### src/rtl/usart_host_port.sv
module usart_host_port (
  input  logic       clk,
  input  logic       rst_n,
  input  logic       cs_n,
  input  logic       cd,
  input  logic       rd_n,
  input  logic       wr_n,
  input  logic [7:0] din,
  output logic [7:0] dout,
  output logic       dout_oe,
  input  logic [7:0] rx_data,
  output logic       rx_take,
  output logic [7:0] tx_data,
  output logic       tx_load,
  input  logic       tx_ready,
  input  logic       tx_empty,
  input  logic       rx_ready,
  input  logic       parity_err,
  input  logic       overrun_err,
  input  logic       framing_err,
  output logic       err_clr,
  output logic [1:0] stop_sel,
  output logic       parity_en,
  output logic       parity_odd,
  output logic [1:0] len_code,
  output logic [1:0] clk_div_sel,
  output logic       tx_en,
  output logic       rx_en,
  output logic       send_break,
  output logic       hunt,
  output logic       dtr_n,
  output logic       rts_n,
  input  logic       dsr_n
);

  logic       rd_q, wr_q, dsr_q, expect_mode;
  logic [7:0] mode_q;
  logic       c_hunt, c_rts, c_brk, c_rxe, c_dtr, c_txe;
  logic       wr_go, rd_go, ctl_wr, dat_wr, dat_rd;
  logic [7:0] status;

  // one access per strobe assertion, none if both strobes are low
  assign wr_go  = ~cs_n & ~wr_n & rd_n & wr_q;
  assign rd_go  = ~cs_n & ~rd_n & wr_n & rd_q;
  assign ctl_wr = wr_go & cd;
  assign dat_wr = wr_go & ~cd;
  assign dat_rd = rd_go & ~cd;

  always_ff @(posedge clk) begin
    if (!rst_n) begin
      rd_q <= 1'b1;
      wr_q <= 1'b1;
      dsr_q <= 1'b0;
    end else begin
      rd_q <= rd_n;
      wr_q <= wr_n;
      dsr_q <= ~dsr_n;
    end
  end

  always_ff @(posedge clk) begin
    if (!rst_n) begin
      expect_mode <= 1'b1;
      mode_q <= 8'h00;
      {c_hunt, c_rts, c_brk, c_rxe, c_dtr, c_txe} <= 6'b0;
      err_clr <= 1'b0;
    end else begin
      err_clr <= ctl_wr & ~expect_mode & (din[4] | din[6]);
      if (ctl_wr) begin
        if (expect_mode) begin
          mode_q <= din;
          expect_mode <= 1'b0;
        end else if (din[6]) begin
          {c_hunt, c_rts, c_brk, c_rxe, c_dtr, c_txe} <= 6'b0;
          expect_mode <= 1'b1;
        end else begin
          {c_hunt, c_rts, c_brk, c_rxe, c_dtr, c_txe} <=
            {din[7], din[5], din[3], din[2], din[1], din[0]};
        end
      end
    end
  end

  always_ff @(posedge clk) begin
    if (!rst_n) begin
      tx_data <= 8'h00;
      tx_load <= 1'b0;
      rx_take <= 1'b0;
    end else begin
      tx_load <= dat_wr;
      rx_take <= dat_rd;
      if (dat_wr) tx_data <= din;
    end
  end

  assign stop_sel    = mode_q[7:6];
  assign parity_en   = mode_q[4];
  assign parity_odd  = mode_q[5] & mode_q[4];
  assign len_code    = mode_q[3:2];
  assign clk_div_sel = mode_q[1:0];

  assign hunt       = c_hunt;
  assign send_break = c_brk;
  assign rx_en      = c_rxe;
  assign tx_en      = c_txe;
  assign dtr_n      = ~c_dtr;
  assign rts_n      = ~c_rts;

  assign status  = {dsr_q, 1'b0, framing_err, overrun_err, parity_err,
                    tx_empty, rx_ready, tx_ready};
  assign dout_oe = ~cs_n & ~rd_n & wr_n;
  assign dout    = dout_oe ? (cd ? status : rx_data) : 8'h00;

  AST_NO_DRIVE_DESELECT: assert property (@(posedge clk) disable iff (!rst_n)
    cs_n |-> !dout_oe);
  AST_MODE_HELD: assert property (@(posedge clk) disable iff (!rst_n)
    !expect_mode |=> $stable(mode_q));
  AST_DTR_FOLLOW: assert property (@(posedge clk) disable iff (!rst_n)
    (ctl_wr && !expect_mode && !din[6]) |=> (dtr_n == !$past(din[1])));
  AST_IR_RESTART: assert property (@(posedge clk) disable iff (!rst_n)
    (ctl_wr && !expect_mode && din[6]) |=> (expect_mode && !tx_en && !rx_en && dtr_n));
  AST_ERRCLR_PULSE: assert property (@(posedge clk) disable iff (!rst_n)
    err_clr |=> !err_clr);
  AST_TXLOAD_PULSE: assert property (@(posedge clk) disable iff (!rst_n)
    tx_load |=> !tx_load);
  AST_TAKE_PULSE: assert property (@(posedge clk) disable iff (!rst_n)
    rx_take |=> !rx_take);

endmodule

### config.mk
export PLATFORM = sky130hd
export DESIGN_NAME = usart_host_port
export DESIGN_NICKNAME = d
export VERILOG_FILES = /design/src/rtl/usart_host_port.sv
export SDC_FILE = /design/constraint.sdc
export NUM_CORES = 1
export LEC_CHECK = 0
export CORE_MARGIN = 2
export CORE_UTILIZATION = 40
export DETAILED_ROUTE_END_ITERATION = 6
export PLACE_DENSITY = 0.79
export SLEW_MARGIN = 20
export SYNTH_ARGS = -nofsm -noshare
export SYNTH_HDL_FRONTEND = slang
export SYNTH_SLANG_ARGS = --single-unit
export TNS_END_PERCENT = 10
### constraint.sdc
create_clock -name clk -period 1.55 [get_ports clk]
set_clock_uncertainty 0.15 [all_clocks]
set_input_delay 0.31 -clock clk [delete_from_list [all_inputs] [get_ports clk]]
set_output_delay 0.31 -clock clk [all_outputs]
set_load 0.01 [all_outputs]
## Word level (Yosys, flattened, before mapping)

Cells that the tools add are included.

- Flip-flop bits (word level): 29
- Input port bits: 29
- Output and inout bits: 34

- Multiplexer cells: 10
- Bitwise operators: 21
- Reductions and logical operators: 2

Operators by type and width:

| kind | count |
|---|---|
| $mux 8 | 2 |
| $and 1x1->1 | 12 |
| $mux 1 | 8 |
| $not 1->1 | 8 |
| $reduce_and 2->1 | 2 |
| $or 1x1->1 | 1 |

## Depth between registers and ports, before layout

- Depth in word-level cells: 7
- Depth in mapped cells: 4
- Gate-level depth less buffers: 3

## Worst setup path before layout

No wires, ideal clock.

- Path kind: input-to-output
- From: in cs_n
- To: out dout[6]
- Arrival time: 0.927 ns
- Required time: 1.090 ns
- Setup slack: 0.163 ns
- Stages: 3
- Path buffers: 0
- Cells stage by stage: nor2_1 -> nand2_1 -> nor3b_1

- Longest elaborated chain between the ends: 4

Ends and longest elaborated chain:

| what | RTL line | RTL |
|---|---|---|
| start: declaration | 4 | `input logic cs_n,` |
| $not 1->1 | 111 | `assign dout_oe = ~cs_n & ~rd_n & wr_n;` |
| $and 1x1->1 (2 in a row) | 111 |  |
| $mux 8 | 112 | `assign dout = dout_oe ? (cd ? status : rx_data) : 8'h00;` |
| end: declaration | 9 | `output logic [7:0] dout,` |

Every way passes these cells.

## Final worst setup path

- From: in rx_data[1]
- To: out dout[1]

- Longest elaborated chain between the ends: 2

Ends and longest elaborated chain:

| what | RTL line | RTL |
|---|---|---|
| start: declaration | 11 | `input logic [7:0] rx_data,` |
| $mux 8 (2 in a row) | 112 |  |

Every way passes these cells.

==> flow_summary.ini <==
[route]
drt_pass1_iterations = 4
drc_errors = 0
wire_per_inst_um = 13.9
vias_per_cell = 4.74
ant_nets = 0
drt_wl_total_um = 3540
drt_iter0_drc = 35
num_vias = 1205

[clock_tree]
numCtsBuffers = 5
cts_tree = yes
cts.sink_count = 29
clk-insertion-delay-late_ns = 0.31
cts_buffer_depth = 2
htreeDepth = 2
cts.clk_slew.worst_paths_ns = 0.09
root_buffer = clkbuf_4

[synthesis]
ys_top_cells_by_area = dfxtp_1 (45%), mux2i_1 (22%), nand2_1 (9.3%)
ys_seq_area_share_pct = 44.9
netlist-cell-type-count = 23
synth_edf_count = 0
yosysTopAreaCell = dfxtp_1
ys_ff_latch = 29
yosysWarnings = 0
synth_flop_cell = dfxtp_1
synth_fp_nets = 167
syn_inst = 138
synth_async_sr_flop_share_pct = 0
synth_top_area_share_pct = 44.9
syn_area_mm2 = 0.00129
syn_area_per_cell_um2 = 9.37

[floorplanning]
initial_core_util_pct = 42.4
fp.dieW_um = 60.9
num_io_pins = 63
die-area_mm2 = 0.00371
std_cell_rows = 20
core_mm2 = 0.00305
die_h_um = 60.9

[pwr]
leakagePower_nw = 1.08
power.total_mw = 1.64
pwr_density_cell_mw_per_mm2 = 774
ir_worst_vdd_mv = 0.652

[outcome]
status = complete, no violations

[sta]
maxSlewViolCount = 0
setup_viol_count_final = 0
relSlewSlack_pct = 78.9
hold_viol_final = 0
tightestPinTransition_ns = 0.313
finalCriticalPeriod_ns = 1.54
max_freq_mhz = 648
period_share_pct = 99.6
setup_slack_ns = 0.00614

[global_route]
grt_pass1_wl_um = 5410
grt.overflow.total = 0
grt_pass1_vias = 1115
grt_max_degree = 44
use_met3_pct = 7.25
grt.met1_usage_pct = 25.2
grt_use_met2_pct = 32.7
busiest_layer = met2
track_usage_pct = 20.0
antenna_found_initial = 0

[placement]
routabilityCongestion = 0.751
dp_slack_ns = -0.709
numPortBuffers = 62
hpwl_um = 2610
placed_cell_area_mm2 = 0.00202
placed_cells = 245

[cells_and_area]
final_nets = 238
fin_cells = 254
n_antenna_cell = 0
syn_to_final_growth_pct = 64.2
nFillCells = 269
finish.utilization_pct = 69.6
drive_above_1_share_pct = 24.8
fin_area_mm2 = 0.00212

[critical_path]
worstPathRequired_ns = 1.09
critical_path_class = primary input to primary output
worstPathArrival_ns = 1.08
crit_buf_inv = 2
crit_slowest_cell = clkdlybuf4s50_1
path_delay_family = buffers and inverters
path_max_fanout = 1
cpPeakStageDelay_ns = 0.48
path_cells = clkdlybuf4s50_1 > mux2i_1 > nor2_1 > buf_2
endpoint_kind = primary output
start_kind = primary input

[run]
drv_cap = 0

[worst_hold_path]
hold_path_class = primary input to register
==> through the flow <==
stage | setup TNS (ns) | hold WS [ns]
2_1_floorplan | 0 | 0.232
3_3_place_gp | -14.29 | 0.294
3_5_place_dp | -15.24 | 0.299
4_1_cts | -0.00784 | 0.249
5_1_grt | -0.0646 | 0.188
6_report | 0 | 0.174
==> sequential cells by signal, summed over array words and instances, names as in the netlist <==
signal,cells
send_break,1
hunt,1
c_rts,1
wr_q,1
rx_take,1
mode_q,8
tx_en,1
dsr_q,1
tx_data,8
expect_mode,1
err_clr,1
tx_load,1
rx_en,1
c_dtr,1
rd_q,1
==> timing repair <==
item                       CTS  global route
setup endpoints to repair   50             9
cloned                       1             0
pin swaps                    5             3
resized for setup           81            26
buffers inserted             0             0
hold buffers                 0             0
==> cells by family (layout without fill, tap and decap cells) <==
kind of cell | after synthesis | in the layout | share of synthesized area [%]
AOI/OAI and AO/OA | 3 | 3 | 1.45
buffers and inverters | 17 | 89 | 7.35
DFF | 29 | 29 | 44.9
muxes | 29 | 29 | 22.4
and+or+nand+nor | 60 | 60 | 23.9
==> final timing paths <==
check,slack [ns],depth (start not counted),startpoint,to
hold / removal,0.17,4,rd_n,rx_take
setup / recovery,0.006,4,rx_data[1],dout[1]
setup reg to reg,0.17,4,wr_q,send_break
hold reg to reg,0.31,2,rd_q,rx_take
==> cell type report <==
type / count / area (um2) / share of cell area (%)
clock buffers: 7 / 55.1 / 2.59
clock inverters: 1 / 30.0 / 1.41
inverters: 4 / 15.0 / 0.707
multi-input cells: 92 / 692 / 32.6
flip-flops and latches: 29 / 581 / 27.3
well taps: 44 / 55.1 / 2.59
repair buffers: 77 / 697 / 32.8
==> where the power goes <==
| group | switching, mW | leakage (nW) | internal (mW) |
|---|---|---|---|
| clock | 0.252 | 0.0455 | 0.385 |
| combinational | 0.105 | 0.796 | 0.137 |
| sequential | 0.00753 | 0.235 | 0.758 |
| total | 0.365 | 1.08 | 1.28 |
==> cell usage in the layout (no fill, tap or decap), types with 5 or more instances in the layout <==
cell type        netlist  final
dlymetal6s2s_1         0      6
clkbuf_4               0      5
buf_4                  6     11
clkdlybuf4s50_1        0     15
buf_2                  1      8
nand3b_1               6      6
dlygate4sd2_1          0     28
dfxtp_1               29     29
mux2i_1               29     24
nand2_1               32     31
==> cells in the mapped netlist, types with 2 or more instances <==
cell	count
buf_4	6
clkbuf_1	5
dfxtp_1	29
inv_1	4
mux2i_1	29
nand2_1	32
nand2b_1	2
nand3b_1	6
nor2_1	10
o21ai_0	2
==> worst register-to-register path: stages (launching register included) <==
cell and delay (ns):
dfxtp_1 0.38, nand4bb_4 0.12, or3_1 0.32, buf_4 0.18, mux2i_1 0.12
==> layer usage <==
metal / vias up / share of wire [%]
met5: - / 0
met4: 0 / 1.8
met3: 8 / 4.0
met2: 37 / 52
met1: 564 / 42
li1: 596 / -
No activity file was read; power rests on OpenSTA's default activity.
